## config.mk

```make
export PLATFORM = sky130hd
export DESIGN_NAME = dma_chan_csr
export DESIGN_NICKNAME = d
export VERILOG_FILES = /design/src/rtl/dmacsr_pkg.sv /design/src/rtl/dmacsr_decode.sv /design/src/rtl/dmacsr_chan.sv /design/src/rtl/dmacsr_rdmux.sv /design/src/rtl/dma_chan_csr.sv
export SDC_FILE = /design/constraint.sdc
export NUM_CORES = 1
export LEC_CHECK = 0
export BUFFER_PORTS_ARGS = -buffer_cell sky130_fd_sc_hd__buf_2
export CORE_MARGIN = 4
export CORE_UTILIZATION = 25
export CTS_CLUSTER_SIZE = 25
export DETAILED_ROUTE_END_ITERATION = 8
export PLACE_DENSITY = 0.51
export SLEW_MARGIN = 0
export SYNTH_ARGS = -nofsm -noshare
export SYNTH_HDL_FRONTEND = slang
export SYNTH_HIERARCHICAL = 1
export SYNTH_SLANG_ARGS = --single-unit
```

## constraint.sdc

```tcl
create_clock -name clk -period 3.32 [get_ports clk]
set_clock_uncertainty 0.05 [all_clocks]
set_input_delay 0.166 -clock clk [delete_from_list [all_inputs] [get_ports clk]]
set_output_delay 0.166 -clock clk [all_outputs]
set_load 0.05 [all_outputs]
```

## src/rtl/dmacsr_pkg.sv

```systemverilog
package dmacsr_pkg;

  localparam int STAT_W    = 16;
  localparam int NUM_FLAGS = 5;
  localparam int CH_SHIFT  = 7;

  // status bit positions
  localparam int B_RUN    = 15;
  localparam int B_PAUSE  = 14;
  localparam int B_FLUSH  = 13;
  localparam int B_WAKE   = 12;
  localparam int B_DEAD   = 11;
  localparam int B_ACTIVE = 10;
  localparam int B_BT     = 8;

  localparam logic [STAT_W-1:0] SW_WRITABLE = 16'hF0FF;

  // register indices
  localparam logic [3:0] IDX_CTRL = 4'd0;
  localparam logic [3:0] IDX_STAT = 4'd1;
  localparam logic [3:0] IDX_PTR  = 4'd3;
  localparam logic [3:0] IDX_ISEL = 4'd4;
  localparam logic [3:0] IDX_BSEL = 4'd5;
  localparam logic [3:0] IDX_WSEL = 4'd6;

  // sequencer flag order
  localparam int FL_ACTIVE = 0;
  localparam int FL_DEAD   = 1;
  localparam int FL_FLUSH  = 2;
  localparam int FL_WAKE   = 3;
  localparam int FL_BT     = 4;

  function automatic int flag_pos(input int k);
    case (k)
      FL_ACTIVE: return B_ACTIVE;
      FL_DEAD:   return B_DEAD;
      FL_FLUSH:  return B_FLUSH;
      FL_WAKE:   return B_WAKE;
      default:   return B_BT;
    endcase
  endfunction

  // masked merge of a control write followed by the interlock rules
  function automatic logic [STAT_W-1:0] ctrl_merge(input logic [STAT_W-1:0] old_s,
                                                    input logic [31:0] w);
    logic [STAT_W-1:0] msk, val, s;
    msk = w[31:16];
    val = w[15:0] & SW_WRITABLE;
    s   = (val & msk) | (old_s & ~msk);
    if (s[B_WAKE]) s[B_ACTIVE] = 1'b1;
    if (s[B_RUN]) begin
      s[B_ACTIVE] = 1'b1;
      s[B_DEAD]   = 1'b0;
    end
    if (s[B_PAUSE]) s[B_ACTIVE] = 1'b0;
    if (old_s[B_RUN] && !s[B_RUN]) begin
      s[B_ACTIVE] = 1'b0;
      s[B_DEAD]   = 1'b0;
    end
    return s;
  endfunction

  function automatic logic [31:0] align_ptr(input logic [31:0] w);
    return {w[31:4], 4'h0};
  endfunction

  function automatic logic [31:0] read_value(input logic [3:0] idx,
                                             input logic [STAT_W-1:0] st,
                                             input logic [31:0] ptr,
                                             input logic [31:0] isel,
                                             input logic [31:0] bsel,
                                             input logic [31:0] wsel);
    case (idx)
      IDX_STAT: return {{(32-STAT_W){1'b0}}, st};
      IDX_PTR:  return ptr;
      IDX_ISEL: return isel;
      IDX_BSEL: return bsel;
      IDX_WSEL: return wsel;
      default:  return 32'h0;
    endcase
  endfunction

endpackage

```

## src/rtl/dmacsr_decode.sv

```systemverilog
module dmacsr_decode
  import dmacsr_pkg::*;
#(
  parameter int NUM_CH = 4,
  parameter int CH_W   = $clog2(NUM_CH),
  parameter int ADDR_W = CH_SHIFT + CH_W
) (
  input  logic              clk,
  input  logic              rst_n,
  input  logic              bus_req,
  input  logic              bus_we,
  input  logic [ADDR_W-1:0] bus_addr,
  input  logic [3:0]        bus_be,
  output logic [NUM_CH-1:0] ctrl_wr,
  output logic [NUM_CH-1:0] ptr_wr,
  output logic [NUM_CH-1:0] isel_wr,
  output logic [NUM_CH-1:0] bsel_wr,
  output logic [NUM_CH-1:0] wsel_wr,
  output logic              rd_en,
  output logic [CH_W-1:0]   rd_ch,
  output logic [3:0]        rd_idx
);

  logic [CH_W-1:0] ch_field;
  logic [3:0]      idx_field;
  logic            full_word;
  logic            wr_en;
  logic            unused_addr;

  assign ch_field    = bus_addr[ADDR_W-1:CH_SHIFT];
  assign idx_field   = bus_addr[5:2];
  assign full_word   = (bus_be == 4'hF);
  assign wr_en       = bus_req && bus_we && full_word;
  assign rd_en       = bus_req && !bus_we;
  assign rd_ch       = ch_field;
  assign rd_idx      = idx_field;
  assign unused_addr = ^{bus_addr[6], bus_addr[1:0]};

  for (genvar c = 0; c < NUM_CH; c++) begin : g_ch
    logic hit;
    assign hit        = wr_en && (ch_field == CH_W'(c));
    assign ctrl_wr[c] = hit && (idx_field == IDX_CTRL);
    assign ptr_wr[c]  = hit && (idx_field == IDX_PTR);
    assign isel_wr[c] = hit && (idx_field == IDX_ISEL);
    assign bsel_wr[c] = hit && (idx_field == IDX_BSEL);
    assign wsel_wr[c] = hit && (idx_field == IDX_WSEL);
  end

  AST_ONE_CTRL_WR: assert property (@(posedge clk) disable iff (!rst_n)
    $onehot0(ctrl_wr | ptr_wr | isel_wr | bsel_wr | wsel_wr));
  AST_PARTIAL_NO_WR: assert property (@(posedge clk) disable iff (!rst_n)
    (bus_be != 4'hF) |-> ((ctrl_wr | ptr_wr | isel_wr | bsel_wr | wsel_wr) == '0));

endmodule

```

## src/rtl/dmacsr_chan.sv

```systemverilog
module dmacsr_chan
  import dmacsr_pkg::*;
(
  input  logic                 clk,
  input  logic                 rst_n,
  input  logic                 ctrl_wr,
  input  logic                 ptr_wr,
  input  logic                 isel_wr,
  input  logic                 bsel_wr,
  input  logic                 wsel_wr,
  input  logic [31:0]          wdata,
  input  logic [NUM_FLAGS-1:0] seq_set,
  input  logic [NUM_FLAGS-1:0] seq_clr,
  output logic [STAT_W-1:0]    status_q,
  output logic [31:0]          cmd_ptr_q,
  output logic [31:0]          isel_q,
  output logic [31:0]          bsel_q,
  output logic [31:0]          wsel_q,
  output logic                 sched_pulse,
  output logic                 flush_req,
  output logic                 fetch_req
);

  logic [STAT_W-1:0] sw_status;
  logic [STAT_W-1:0] status_d;
  logic              ptr_locked;
  logic              ptr_accept;
  logic              no_seq;

  assign ptr_locked = status_q[B_RUN] | status_q[B_ACTIVE];
  assign ptr_accept = ptr_wr & ~ptr_locked;
  assign no_seq     = (seq_set == '0) && (seq_clr == '0);

  always_comb begin
    sw_status = ctrl_wr ? ctrl_merge(status_q, wdata) : status_q;
    status_d  = sw_status;
    for (int k = 0; k < NUM_FLAGS; k++) begin
      if (seq_set[k])      status_d[flag_pos(k)] = 1'b1;
      else if (seq_clr[k]) status_d[flag_pos(k)] = 1'b0;
    end
  end

  always_ff @(posedge clk or negedge rst_n) begin
    if (!rst_n) begin
      status_q    <= '0;
      cmd_ptr_q   <= '0;
      isel_q      <= '0;
      bsel_q      <= '0;
      wsel_q      <= '0;
      sched_pulse <= 1'b0;
      flush_req   <= 1'b0;
      fetch_req   <= 1'b0;
    end else begin
      status_q    <= status_d;
      sched_pulse <= ctrl_wr && status_d[B_ACTIVE];
      flush_req   <= ctrl_wr && status_d[B_FLUSH];
      fetch_req   <= ptr_accept;
      if (ptr_accept) cmd_ptr_q <= align_ptr(wdata);
      if (isel_wr)    isel_q    <= wdata;
      if (bsel_wr)    bsel_q    <= wdata;
      if (wsel_wr)    wsel_q    <= wdata;
    end
  end

  AST_PTR_LOCKED: assert property (@(posedge clk) disable iff (!rst_n)
    (ptr_wr && ptr_locked) |=> $stable(cmd_ptr_q));
  AST_PTR_ALIGNED: assert property (@(posedge clk) disable iff (!rst_n)
    fetch_req |-> (cmd_ptr_q[3:0] == 4'h0));
  AST_RUN_ACTIVE: assert property (@(posedge clk) disable iff (!rst_n)
    (ctrl_wr && no_seq) |=> (!status_q[B_RUN] || status_q[B_PAUSE] || status_q[B_ACTIVE]));
  AST_RUN_NOT_DEAD: assert property (@(posedge clk) disable iff (!rst_n)
    (ctrl_wr && no_seq) |=> !(status_q[B_RUN] && status_q[B_DEAD]));
  AST_RUN_FALL: assert property (@(posedge clk) disable iff (!rst_n)
    (ctrl_wr && no_seq && status_q[B_RUN]) |=>
      (status_q[B_RUN] || !(status_q[B_ACTIVE] || status_q[B_DEAD])));
  AST_SCHED_ACTIVE: assert property (@(posedge clk) disable iff (!rst_n)
    sched_pulse |-> status_q[B_ACTIVE]);
  AST_SCHED_AFTER_CTRL: assert property (@(posedge clk) disable iff (!rst_n)
    (sched_pulse || flush_req) |-> $past(ctrl_wr));
  AST_FLUSH_SET: assert property (@(posedge clk) disable iff (!rst_n)
    flush_req |-> status_q[B_FLUSH]);
  AST_SEQ_SET_DEAD: assert property (@(posedge clk) disable iff (!rst_n)
    seq_set[FL_DEAD] |=> status_q[B_DEAD]);
  AST_SEQ_CLR_ACTIVE: assert property (@(posedge clk) disable iff (!rst_n)
    (seq_clr[FL_ACTIVE] && !seq_set[FL_ACTIVE]) |=> !status_q[B_ACTIVE]);

endmodule

```

## src/rtl/dmacsr_rdmux.sv

```systemverilog
module dmacsr_rdmux
  import dmacsr_pkg::*;
#(
  parameter int NUM_CH = 4,
  parameter int CH_W   = $clog2(NUM_CH)
) (
  input  logic                     clk,
  input  logic                     rst_n,
  input  logic                     rd_en,
  input  logic [CH_W-1:0]          rd_ch,
  input  logic [3:0]               rd_idx,
  input  logic [NUM_CH*STAT_W-1:0] status_all,
  input  logic [NUM_CH*32-1:0]     ptr_all,
  input  logic [NUM_CH*32-1:0]     isel_all,
  input  logic [NUM_CH*32-1:0]     bsel_all,
  input  logic [NUM_CH*32-1:0]     wsel_all,
  output logic [31:0]              rdata,
  output logic                     rvalid
);

  logic [31:0] rdata_d;

  always_comb begin
    rdata_d = read_value(rd_idx,
                         status_all[rd_ch*STAT_W +: STAT_W],
                         ptr_all[rd_ch*32 +: 32],
                         isel_all[rd_ch*32 +: 32],
                         bsel_all[rd_ch*32 +: 32],
                         wsel_all[rd_ch*32 +: 32]);
  end

  always_ff @(posedge clk or negedge rst_n) begin
    if (!rst_n) begin
      rdata  <= '0;
      rvalid <= 1'b0;
    end else begin
      rvalid <= rd_en;
      if (rd_en) rdata <= rdata_d;
    end
  end

  AST_RVALID_NEXT: assert property (@(posedge clk) disable iff (!rst_n)
    rd_en |=> rvalid);
  AST_RVALID_CAUSE: assert property (@(posedge clk) disable iff (!rst_n)
    rvalid |-> $past(rd_en));

endmodule

```

## src/rtl/dma_chan_csr.sv

```systemverilog
module dma_chan_csr
  import dmacsr_pkg::*;
#(
  parameter int NUM_CH = 4,
  parameter int CH_W   = $clog2(NUM_CH),
  parameter int ADDR_W = CH_SHIFT + CH_W
) (
  input  logic                        clk,
  input  logic                        rst_n,
  input  logic                        bus_req,
  input  logic                        bus_we,
  input  logic [ADDR_W-1:0]           bus_addr,
  input  logic [3:0]                  bus_be,
  input  logic [31:0]                 bus_wdata,
  output logic [31:0]                 bus_rdata,
  output logic                        bus_rvalid,
  input  logic [NUM_CH*NUM_FLAGS-1:0] seq_set_flags,
  input  logic [NUM_CH*NUM_FLAGS-1:0] seq_clr_flags,
  output logic [NUM_CH*STAT_W-1:0]    status_o,
  output logic [NUM_CH*32-1:0]        cmd_ptr_o,
  output logic [NUM_CH*32-1:0]        intr_sel_o,
  output logic [NUM_CH*32-1:0]        branch_sel_o,
  output logic [NUM_CH*32-1:0]        wait_sel_o,
  output logic [NUM_CH-1:0]           sched_pulse_o,
  output logic [NUM_CH-1:0]           flush_req_o,
  output logic [NUM_CH-1:0]           fetch_req_o
);

  logic [NUM_CH-1:0] ctrl_wr, ptr_wr, isel_wr, bsel_wr, wsel_wr;
  logic              rd_en;
  logic [CH_W-1:0]   rd_ch;
  logic [3:0]        rd_idx;

  dmacsr_decode #(.NUM_CH(NUM_CH), .CH_W(CH_W), .ADDR_W(ADDR_W)) u_decode (
    .clk      (clk),
    .rst_n    (rst_n),
    .bus_req  (bus_req),
    .bus_we   (bus_we),
    .bus_addr (bus_addr),
    .bus_be   (bus_be),
    .ctrl_wr  (ctrl_wr),
    .ptr_wr   (ptr_wr),
    .isel_wr  (isel_wr),
    .bsel_wr  (bsel_wr),
    .wsel_wr  (wsel_wr),
    .rd_en    (rd_en),
    .rd_ch    (rd_ch),
    .rd_idx   (rd_idx)
  );

  for (genvar c = 0; c < NUM_CH; c++) begin : g_chan
    dmacsr_chan u_chan (
      .clk         (clk),
      .rst_n       (rst_n),
      .ctrl_wr     (ctrl_wr[c]),
      .ptr_wr      (ptr_wr[c]),
      .isel_wr     (isel_wr[c]),
      .bsel_wr     (bsel_wr[c]),
      .wsel_wr     (wsel_wr[c]),
      .wdata       (bus_wdata),
      .seq_set     (seq_set_flags[c*NUM_FLAGS +: NUM_FLAGS]),
      .seq_clr     (seq_clr_flags[c*NUM_FLAGS +: NUM_FLAGS]),
      .status_q    (status_o[c*STAT_W +: STAT_W]),
      .cmd_ptr_q   (cmd_ptr_o[c*32 +: 32]),
      .isel_q      (intr_sel_o[c*32 +: 32]),
      .bsel_q      (branch_sel_o[c*32 +: 32]),
      .wsel_q      (wait_sel_o[c*32 +: 32]),
      .sched_pulse (sched_pulse_o[c]),
      .flush_req   (flush_req_o[c]),
      .fetch_req   (fetch_req_o[c])
    );
  end

  dmacsr_rdmux #(.NUM_CH(NUM_CH), .CH_W(CH_W)) u_rdmux (
    .clk        (clk),
    .rst_n      (rst_n),
    .rd_en      (rd_en),
    .rd_ch      (rd_ch),
    .rd_idx     (rd_idx),
    .status_all (status_o),
    .ptr_all    (cmd_ptr_o),
    .isel_all   (intr_sel_o),
    .bsel_all   (branch_sel_o),
    .wsel_all   (wait_sel_o),
    .rdata      (bus_rdata),
    .rvalid     (bus_rvalid)
  );

  AST_PARTIAL_NO_FETCH: assert property (@(posedge clk) disable iff (!rst_n)
    (bus_req && bus_we && bus_be != 4'hF) |=> (fetch_req_o == '0));
  AST_READ_NO_PULSE: assert property (@(posedge clk) disable iff (!rst_n)
    (bus_req && !bus_we) |=> (sched_pulse_o == '0 && flush_req_o == '0));

endmodule

```

## Yosys cells after proc, flatten, opt, wreduce, memory -nomap -nowiden

Cells that the tools add are included.

- Bits in registers: 605
- Input bits: 89
- Output and inout port bits: 621

- Multiplexer cells: 201
- Bitwise operators: 82
- Reductions and logical operators: 86
- Eq/ne operators: 9
- $lt $le $gt $ge: 80
- Shift operators: 5

Operators by type and width:

| operator | count |
|---|---|
| $mux 32 | 60 |
| $ge 32x1->1 const B | 40 |
| $lt 32x6->1 const B | 40 |
| $mux 16 | 44 |
| $shiftx 128x8->32 | 4 |
| $and 16x16->16 | 25 |
| $or 16x16->16 | 24 |
| $not 16->16 | 21 |
| $demux 1 s4 | 40 |
| $pmux 32 s5 | 1 |
| $logic_and 1x1->1 | 79 |
| $shiftx 64x7->16 | 1 |
| $mux 1 | 48 |
| $mux 2 | 8 |
| $eq 4x3->1 const B | 3 |
| $logic_not 1->1 | 5 |
| $and 1x1->1 | 4 |
| $eq 2x2->1 const B | 2 |
| $eq 4x1->1 const B | 1 |
| $eq 4x2->1 const B | 1 |
| $eq 4x4->1 const B | 1 |
| $logic_not 4->1 | 1 |
| $not 1->1 | 4 |
| $or 1x1->1 | 4 |
| 2 further kinds | 2 |

## Logic depth before layout (Yosys ltp)

Gate-level depths: netlist of run 1.

- Depth in word-level cells: 24
- Mapped depth: 10
- Depth with buffers taken out: 5

## By module

The synthesis of run 1 kept the hierarchy.

By module, submodules not included:

| module | area each (µm²) | cells each | times used |
|---|---|---|---|
| dmacsr_chan | 5,460.2 | 339 | 4 |
| dmacsr_rdmux | 6,218.5 | 911 | 1 |
| dmacsr_decode | 264.0 | 39 | 1 |

## Worst setup path before layout of run 1

No wires, ideal clock.

- Path kind: input-to-reg
- From: input port bus_addr[2]
- To: register g_chan[1].u_chan.isel_q[11]
- Buffers on the path: 2
- Cell stages on the path: 5
- Setup slack: 1,527 ps
- Arrival time: 1,618 ps
- Data required time: 3,145 ps
- Cell sequence: or4b_4 -> nor3_1 -> clkbuf_1 -> buf_2 -> mux2_2

- Cells in the longest elaborated chain, start to end: 2

Ends and longest elaborated chain:

| what | RTL line | RTL |
|---|---|---|
| from (decl) | dma_chan_csr.sv:12 | `input logic [ADDR_W-1:0] bus_addr,` |
| $eq 4x3->1 | dmacsr_decode.sv:44 | `assign isel_wr[c] = hit && (idx_field == IDX_ISEL);` |
| $logic_and 1x1->1 | dmacsr_decode.sv:44 |  |
| net isel_wr[1] | dma_chan_csr.sv:29 | `logic [NUM_CH-1:0] ctrl_wr, ptr_wr, isel_wr, bsel_wr, wsel_wr;` |
| to (signal assigned) | dmacsr_chan.sv:59 | `if (isel_wr) isel_q <= wdata;` |
| to (decl) | dmacsr_chan.sv:16 | `output logic [31:0] isel_q,` |

The timed path passes the listed nets, and every way through them passes these cells.
A chain may end at the register's enable or synchronous reset.

## Worst setup path in the final report of run 1

- From: input port bus_addr[8]
- To: register g_chan[0].u_chan.status_q[10]

- Cells in the longest elaborated chain, start to end: 19
- Elaborated cells on any way between the ends: 24
- Those cells by class: 11 x mux; 10 x bitwise; 3 x reduce/logical

Ends and longest elaborated chain:

| what | RTL line | RTL |
|---|---|---|
| $logic_not 2->1 (*) | dmacsr_decode.sv:41 | `assign hit = wr_en && (ch_field == CH_W'(c));` |
| $logic_and 1x1->1 (*) | dmacsr_decode.sv:41 |  |
| $logic_and 1x1->1 (*) | dmacsr_decode.sv:42 | `assign ctrl_wr[c] = hit && (idx_field == IDX_CTRL);` |
| net ctrl_wr[0] | dma_chan_csr.sv:29 |  |
| $mux 16 (*) | dmacsr_chan.sv:35 | `sw_status = ctrl_wr ? ctrl_merge(status_q, wdata) : status_q;` |
| $and 16x16->16 (no source line) | -- |  |
| $mux 16 | dmacsr_chan.sv:39 | `else if (seq_clr[k]) status_d[flag_pos(k)] = 1'b0;` |
| $mux 16 (*) | dmacsr_chan.sv:38 | `if (seq_set[k]) status_d[flag_pos(k)] = 1'b1;` |
| [... 5 more ...] | -- |  |
| $mux 16 (*) | dmacsr_chan.sv:38 |  |
| $and 16x16->16 (no source line) | -- |  |
| $mux 16 | dmacsr_chan.sv:39 |  |
| $mux 16 (*) | dmacsr_chan.sv:38 |  |
| $and 16x16->16 (no source line) | -- |  |
| $mux 16 | dmacsr_chan.sv:39 |  |
| $mux 16 (*) | dmacsr_chan.sv:38 |  |
| net g_chan[0].u_chan.status_d[10] | dmacsr_chan.sv:25 | `logic [STAT_W-1:0] status_d;` |
| to (signal assigned) | dmacsr_chan.sv:54 | `status_q <= status_d;` |
| to (decl) | dmacsr_chan.sv:14 | `output logic [STAT_W-1:0] status_q,` |

The timed path passes the listed nets; every way through them passes the cells marked *.

==> results of run 1 <==
[per-stage QoR]
step / area, um^2 / hold slack, ns
after floorplan: 28400 / -0.180
after global placement: 33800 / 0.0910
after detailed placement: 33800 / 0.0918
after CTS: 36900 / 0.00892
after global routing: 36900 / 0.0232
final: 36900 / 0.0571
[cell families (layout without fill, tap and decap cells)]
family	after synthesis	in the layout	synth area share
AOI/OAI and AO/OA	532	532	0.124
xor gates and xnor gates	1	1	0.000309
buffers and inverters	221	981	0.0402
DFF	605	605	0.535
muxes	571	571	0.233
other	4	19	0.000530
and+or+nand+nor	372	372	0.0678
[Yosys cell counts (16+ instances only)]
cell type,number
dfrtp_1,605
mux4_2,16
o32a_1,35
o221ai_1,18
a22oi_1,43
nor2b_1,23
mux2_1,64
a211oi_1,20
mux2_2,474
nand3_1,19
clkbuf_1,74
o21a_1,32
and3_1,74
mux2i_1,17
nand2_1,136
buf_2,89
a21oi_1,133
a311oi_1,26
nand2b_1,18
nor3_1,23
o21ai_0,154
nor2_1,44
buf_4,33
[flip-flops by register name (all words and copies together), names as in the netlist, named ones only]
| signal | count |
|---|---|
| g_chan.u_chan/bsel_q | 128 |
| g_chan.u_chan/cmd_ptr_q | 112 |
| g_chan.u_chan/fetch_req | 4 |
| g_chan.u_chan/flush_req | 4 |
| g_chan.u_chan/isel_q | 128 |
| g_chan.u_chan/sched_pulse | 4 |
| g_chan.u_chan/status_q | 32 |
| g_chan.u_chan/wsel_q | 128 |
| u_rdmux/rdata | 32 |
| u_rdmux/rvalid | 1 |
[metal layers]
metal  global-route usage  share of wire
met1                0.281           0.41
met2                0.390           0.49
met3               0.0621          0.075
met4               0.0641          0.030
met5                    0        0.00012
[final timing paths]
check | start | end | slack, ns | depth (start not counted)
worst min register to register | g_chan[3].u_chan/bsel_q[15] | g_chan[3].u_chan/bsel_q[15] | 0.46 | 1
worst max register to register | g_chan[0].u_chan/status_q[10] | g_chan[0].u_chan/status_q[10] | 1.23 | 5
min in group asynchronous | rst_n | u_rdmux/rdata[18] | 0.55 | 3
max in group asynchronous | rst_n | g_chan[0].u_chan/isel_q[29] | 1.20 | 4
worst min-delay path | bus_wdata[1] | g_chan[0].u_chan/isel_q[1] | 0.06 | 2
worst max-delay path | bus_addr[8] | g_chan[0].u_chan/status_q[10] | 0.59 | 11
[power by group]
group / leakage, nW / switching, mW / internal, mW
Combinational: 9.29 / 1.33 / 0.461
Sequential: 8.37 / 0.0699 / 7.46
Clock: 1.20 / 3.44 / 4.78
[final cells by class]
cell class	count	area [um^2]	area share
clock inverter	18	174	0.00472
multi-input combinational	1492	12200	0.332
timing repair buffer	836	5110	0.139
sequential	605	15100	0.411
tap	1500	1880	0.0509
antenna	3	7.51	0.000204
inverter	10	37.5	0.00102
clock buffer	117	2290	0.0621
==> reports/qor.txt, run 1 <==
status -> finished, final reports clean
fin cells -> 4581
Slew @ Worst Pin -> 0.961 ns
Die X-Extent -> 345 um
first-pass GRT wire length -> 192 mm
minimum clock period -> 2.73 ns
worst hold-check path type -> in2reg
GRT overflow -> 0
cell accounting for the most synthesized area -> dfrtp_1
commonest non-fill, non-tap cells in the layout -> 685 x buf_2, 605 x dfrtp_1, 474 x mux2_2
WL/cell -> 30.5 um
fmax -> 366 MHz
CTS root buffer -> clkbuf_16
syn avg cell area -> 12.3 um^2
DR vias/cell -> 5.11
largest net degree at the start of global routing -> 83
clock buffer depth -> 3
CP delay by family, top -> buffers and inverters
layout cells sized above 1 -> 0.467
crit-path max cell delay -> 0.56 ns
overall power -> 17.5 mW
CP cell instances -> dlygate4sd3_1, buf_4, nand4bb_1, buf_4, nor3_2, buf_4, nor3b_1, nor2_1, dlygate4sd3_1, o21ai_0, dlygate4sd3_1
Initial Util -> 0.252
Reg clk slew, reported paths -> 0.06 ns
Ys Warns -> 6
num ports -> 710
WS Path Type -> in2reg
worst setup slack after layout -> 0.585 ns
EDFF count, synth -> 0
Crit path required time -> 3.80 ns
CP Buf/Inv Count -> 6
Post-CTS Setup Bufs -> 0
# hold bufs at CTS -> 57
remaining routing DRC violations -> 0
GPL Wtd Cong -> 0.820
Die H -> 345 um
number of global-route vias before repair -> 23700
max-slew violation count -> 0
Leak -> 18.9 nW
Critical Path Fanout Max -> 20
post-synthesis sequential area ratio -> 0.535
register bit count reported by yosys -> 605
ys flop type -> dfrtp_1
final hold viol count -> 0
Post-Synthesis Cell Area -> 0.0283 mm^2
H-tree Lvls -> 3
initial antenna violation count -> 9
Rows -> 123
PwrDens -> 476 mW/mm^2
Area Growth Syn to Fin -> 30.2%
Tot GR Track Use -> 0.228
Synth cell types -> 59
Core ar. -> 0.112 mm^2
die area -> 0.119 mm^2
hpwl dp -> 97.9 mm
antenna-violating nets left -> 0
Iter 0 DRT Violations -> 1420
kind of start point of the critical path -> input pin
final setup vio count -> 0
Setup TNS Final -> 0 ns
CP max stage cell -> dlygate4sd3_1
First-pass DRT Iterations -> 5
Post-Synthesis Cells -> 2306
post-CTS resize count -> 0
post-synth top area share -> 0.535
Async SR Flop Fraction -> 1.00
Area contributors post-synth -> dfrtp_1 53%, mux2_2 19%, o21ai_0 2.7%, mux2_1 2.5%, a21oi_1 2.4%
Placement Setup Slack -> 0.622 ns
Layout Nets -> 3112
CTS tree -> done
most common cell after layout, fill and taps aside -> buf_2
DRT Wirelength -> 140 mm
fillers -> 11500
DR vias -> 23400
CTS Buf Count -> 78
slew margin rel. -> 0.359
CP arrival -> 3.21 ns
RSZ-0062 raised after global routing -> false
Layout Utilization -> 0.328
maximum VDD drop -> 0.334 mV
clk_lat worst skew -> 0.65 ns
CP Capture Type -> flip-flop
placed instance count -> 4386
max_cap viols -> 0
final worst path period share -> 0.824
# port buffers -> 690
Sink Count -> 605
Note: power is estimated with default switching activity, not from simulation.
==> run 2, diff against run 1 <==
- PLACE_DENSITY: 0.51 -> 0.52
- clock period: 3.32 -> 2.3 ns (I/O delays scaled with it)
==> reports/qor.txt, run 2 (synthesis results as in run 1) <==
Die H -> 345 um
Layout Nets -> 3179
final worst path period share -> 0.985
GRT overflow -> 0
H-tree Lvls -> 3
hold slack -> 0.0504 ns
maximum VDD drop -> 0.465 mV
FF+latch area -> 0.0151 mm^2
Leak -> 19.3 nW
Die X-Extent -> 345 um
WL/cell -> 29.6 um
minimum clock period -> 2.27 ns
Rows -> 123
Multi-input gate area -> 0.0122 mm^2
CTS Buf Count -> 73
Critical Path Fanout Max -> 20
kind of start point of the critical path -> input pin
CTS root buffer -> clkbuf_16
Crit path required time -> 2.75 ns
Initial Util -> 0.252
wire length on met2 -> 66.7 mm
Core ar. -> 0.112 mm^2
commonest non-fill, non-tap cells in the layout -> 685 x buf_2, 605 x dfrtp_1, 474 x mux2_2
max_cap viols -> 0
CTS tree -> done
DR WL met3 -> 10.7 mm
worst hold-check path type -> in2reg
First-pass DRT Iterations -> 5
# port buffers -> 690
fmax -> 441 MHz
final hold viol count -> 0
Area Growth Syn to Fin -> 32.7%
Iter 0 DRT Violations -> 1758
slew margin rel. -> 0.347
remaining routing DRC violations -> 0
PwrDens -> 667 mW/mm^2
largest net degree at the start of global routing -> 94
biggest regs -> g_chan.u_chan/bsel_q x128, g_chan.u_chan/isel_q x128, g_chan.u_chan/wsel_q x128
Sink Count -> 605
Slew @ Worst Pin -> 0.977 ns
Layout Utilization -> 0.334
CP Capture Type -> flip-flop
Tot GR Track Use -> 0.224
most common cell after layout, fill and taps aside -> buf_2
DRT Wirelength -> 138 mm
CP arrival -> 2.71 ns
number of global-route vias before repair -> 24100
first-pass GRT wire length -> 190 mm
Top Layer Used -> met4
layout cells sized above 1 -> 0.478
initial antenna violation count -> 7
max-slew violation count -> 0
RSZ-0062 raised after global routing -> false
hpwl dp -> 101 mm
DR vias -> 23600
clk_lat worst skew -> 0.62 ns
antenna-violating nets left -> 0
clock buffer depth -> 3
Reg clk slew, reported paths -> 0.06 ns
status -> finished, final reports clean
die area -> 0.119 mm^2
WS Path Type -> in2reg
num ports -> 710
final setup vio count -> 0
GPL Wtd Cong -> 0.842
fillers -> 11600
DR vias/cell -> 5.08
Met1 Routed Length -> 55.7 mm
[run 2: cell count changes in the layout (fill, tap and decap cells not counted), sizes merged]
cell / previous run / this run
buf: 778 / 843
bufinv: 0 / 1
dlygate4sd3: 57 / 64
clkinv: 9 / 13
clkbuf: 118 / 110
inv: 15 / 12
diode: 3 / 4
clkinvlp: 4 / 1
[run 2: critical path: stages]
cell,delay [ns]
clkbuf_8,0.20
or4_4,0.61
nor3_2,0.20
buf_6,0.20
nor3b_1,0.08
nor2_1,0.08
dlygate4sd3_1,0.54
o21ai_0,0.09
dlygate4sd3_1,0.58
[run 2: final cells by class]
class / instances / area share
antenna: 4 / 0.000266
clock buffer: 109 / 0.0590
clock inverter: 17 / 0.00360
inverter: 10 / 0.000999
multi-input combinational: 1492 / 0.326
sequential: 605 / 0.403
tap: 1500 / 0.0499
timing repair buffer: 908 / 0.158
[run 2: metrics by stage]
stage	std cells	setup slack (ns)	area [um^2]	setup TNS, ns	power (mW)
floorplan	2318	0.552	28400	0	12.3
global placement	4449	-0.0442	34500	-0.0442	13.6
detailed placement	4449	-0.0702	34500	-0.0702	13.7
CTS	4639	0.152	37500	0	25.3
global route	4642	0.0232	37600	0	25.9
finish	4645	0.0343	37600	0	25.0
[run 2: report_power, final]
group | switching [mW] | internal (mW)
sequential | 0.108 | 10.8
combinational | 1.91 | 0.753
clock | 4.75 | 6.76
total | 6.78 | 18.3
[run 2: path summary, 6_finish.rpt]
check,cells past startpoint,slack (ns),start,end
hold / removal,2,0.05,bus_wdata[0],g_chan[3].u_chan/bsel_q[0]
setup / recovery,9,0.03,bus_addr[3],g_chan[2].u_chan/status_q[10]
setup reg to reg,5,0.13,g_chan[2].u_chan/status_q[10],g_chan[2].u_chan/status_q[10]
max in group asynchronous,3,0.70,rst_n,g_chan[3].u_chan/isel_q[16]
hold reg to reg,1,0.46,g_chan[3].u_chan/bsel_q[15],g_chan[3].u_chan/bsel_q[15]
min in group asynchronous,3,0.11,rst_n,g_chan[0].u_chan/bsel_q[23]
[run 2: per-layer routing]
metal / track usage / vias to the layer above
met5: 0 / -
li1: - / 10100
met4: 0.0721 / 0
met2: 0.379 / 970
met3: 0.0576 / 184
met1: 0.280 / 12400
[run 2: repair_timing]
action / 4_1_cts / 5_1_grt
setup endpoints to repair: 0 / 1
setup buffers: 0 / 2
gates resized for setup: 0 / 3
hold buffers: 64 / 0
endpoints found under the hold margin: 700 / 0
==> run 3, diff against run 2 <==
==> constraint.sdc (replaced) <==
create_clock -name clk -period 2.3 [get_ports clk]
set_clock_uncertainty 0.05 [all_clocks]
set_input_delay 0.46 -clock clk [delete_from_list [all_inputs] [get_ports clk]]
set_output_delay 0.46 -clock clk [all_outputs]
set_load 0.05 [all_outputs]
==> reports/qor.txt, run 3 (synthesis results as in run 1) <==
most common cell after layout, fill and taps aside -> buf_2
first-pass GRT wire length -> 190 mm
CP delay by family, top -> buffers and inverters
minimum clock period -> 2.26 ns
Top Layer Used -> met5
PwrDens -> 664 mW/mm^2
Rows -> 123
clock buffer depth -> 3
GRT overflow -> 0
DRT Wirelength -> 138 mm
Crit path required time -> 2.76 ns
CP cell instances -> clkbuf_8, buf_4, or4_4, nor3_4, buf_6, buf_4, nand2_1, mux2i_1, o21bai_1, dlygate4sd3_1
hpwl dp -> 104 mm
Tot GR Track Use -> 0.225
clk_lat worst skew -> 0.64 ns
max_cap viols -> 0
WL/cell -> 29.3 um
GPL Wtd Cong -> 0.843
largest net degree at the start of global routing -> 56
Sink Count -> 605
Leak -> 19.7 nW
# port buffers -> 690
wire length on met2 -> 67.5 mm
hold slack -> 0.0808 ns
CP Capture Type -> flip-flop
CTS Buf Count -> 75
Most common cell on crit path -> buf_4
CP arrival -> 2.72 ns
kind of start point of the critical path -> input pin
First-pass DRT Iterations -> 7
status -> finished, final reports clean
worst setup slack after layout -> 0.0427 ns
Initial Util -> 0.252
commonest non-fill, non-tap cells in the layout -> 685 x buf_2, 605 x dfrtp_1, 474 x mux2_2
remaining routing DRC violations -> 0
Worst R2R Setup Slack -> 0.36 ns
initial antenna violation count -> 9
crit-path max cell delay -> 0.57 ns
CTS root buffer -> clkbuf_16
CTS tree -> done
placed instance count -> 4543
Met1 Routed Length -> 54.7 mm
Die H -> 345 um
fmax -> 443 MHz
Slew @ Worst Pin -> 0.775 ns
fin area -> 0.0382 mm^2
H-tree Lvls -> 3
DR vias -> 23800
max-slew violation count -> 0
CP Buf/Inv Count -> 5
placed inst area -> 0.0355 mm^2
Layout Nets -> 3237
worst hold-check path type -> in2reg
num ports -> 710
Die X-Extent -> 345 um
maximum VDD drop -> 0.500 mV
slew margin rel. -> 0.483
final hold viol count -> 0
Iter 0 DRT Violations -> 1668
WS Path Type -> in2reg
RSZ-0062 raised after global routing -> true
layout cells sized above 1 -> 0.498
final worst path period share -> 0.981
Setup TNS Final -> 0 ns
DR vias/cell -> 5.06
Core ar. -> 0.112 mm^2
DR WL met3 -> 12.0 mm
CP max stage cell -> or4_4
die area -> 0.119 mm^2
Placement Setup Slack -> -0.246 ns
number of global-route vias before repair -> 24000
Reg clk slew, reported paths -> 0.06 ns
antenna-violating nets left -> 0
Critical Path Fanout Max -> 9
final setup vio count -> 0
biggest regs -> g_chan.u_chan/bsel_q x128, g_chan.u_chan/isel_q x128, g_chan.u_chan/wsel_q x128
Area Growth Syn to Fin -> 35.0%
fin cells -> 4704
run 3: cell types whose count changed in the layout (fill, tap and decap cells not counted), sizes merged:
cell         previous run  this run
clkinv                 13         9
dlygate4sd3            64        25
bufinv                  1         4
clkbuf                110       112
diode                   4         5
buf                   843       938
inv                    12        13
run 3: tightest hold or removal path: cells and delay by family:
kind                   cells  cell delay (ns)
AOI/OAI and AO/OA          1             0.14
buffers and inverters      2             0.14
run 3: layout make-up:
| type | count | area, um^2 |
|---|---|---|
| inverters | 10 | 37.5 |
| diodes | 5 | 12.5 |
| multi-input cells | 1492 | 12200 |
| well taps | 1500 | 1880 |
| repair buffers | 964 | 6540 |
| clock buffers | 111 | 2190 |
| clock inverters | 17 | 203 |
| flip-flops and latches | 605 | 15100 |
| fillers | 11500 | 74300 |
run 3: routing by layer:
metal  GRT usage  vias to the layer above
met5           0                        -
li1            -                    10200
met2       0.384                      980
met1       0.279                    12400
met4      0.0575                        2
met3      0.0625                      184
run 3: metrics by stage:
step	total power, mW	utilization
4_1_cts	25.7	0.339
5_1_grt	26.3	0.340
3_5_place_dp	13.8	0.316
3_3_place_gp	13.8	0.316
6_report	25.4	0.340
2_1_floorplan	12.3	-
run 3: power by group:
group | internal, mW | switching [mW]
clock | 7.02 | 4.76
sequential | 10.8 | 0.108
combinational | 0.803 | 1.93
run 3: final timing paths:
kind	start	endpoint	depth (start not counted)
worst min-delay path	seq_clr_flags[1]	g_chan[0].u_chan/status_q[11]	3
max in group asynchronous	rst_n	g_chan[0].u_chan/wsel_q[1]	4
worst min register to register	g_chan[0].u_chan/cmd_ptr_q[28]	g_chan[0].u_chan/cmd_ptr_q[28]	1
worst max register to register	g_chan[0].u_chan/bsel_q[19]	u_rdmux/rdata[19]	7
worst max-delay path	bus_addr[3]	g_chan[0].u_chan/status_q[12]	10
min in group asynchronous	rst_n	u_rdmux/rdata[28]	2
run 3: what timing repair did:
action,4_1_cts,5_1_grt
endpoints found under the hold margin,106,0
buffers inserted,0,3
hold buffers,25,0
gates resized for setup,0,4
setup endpoints to repair,0,3
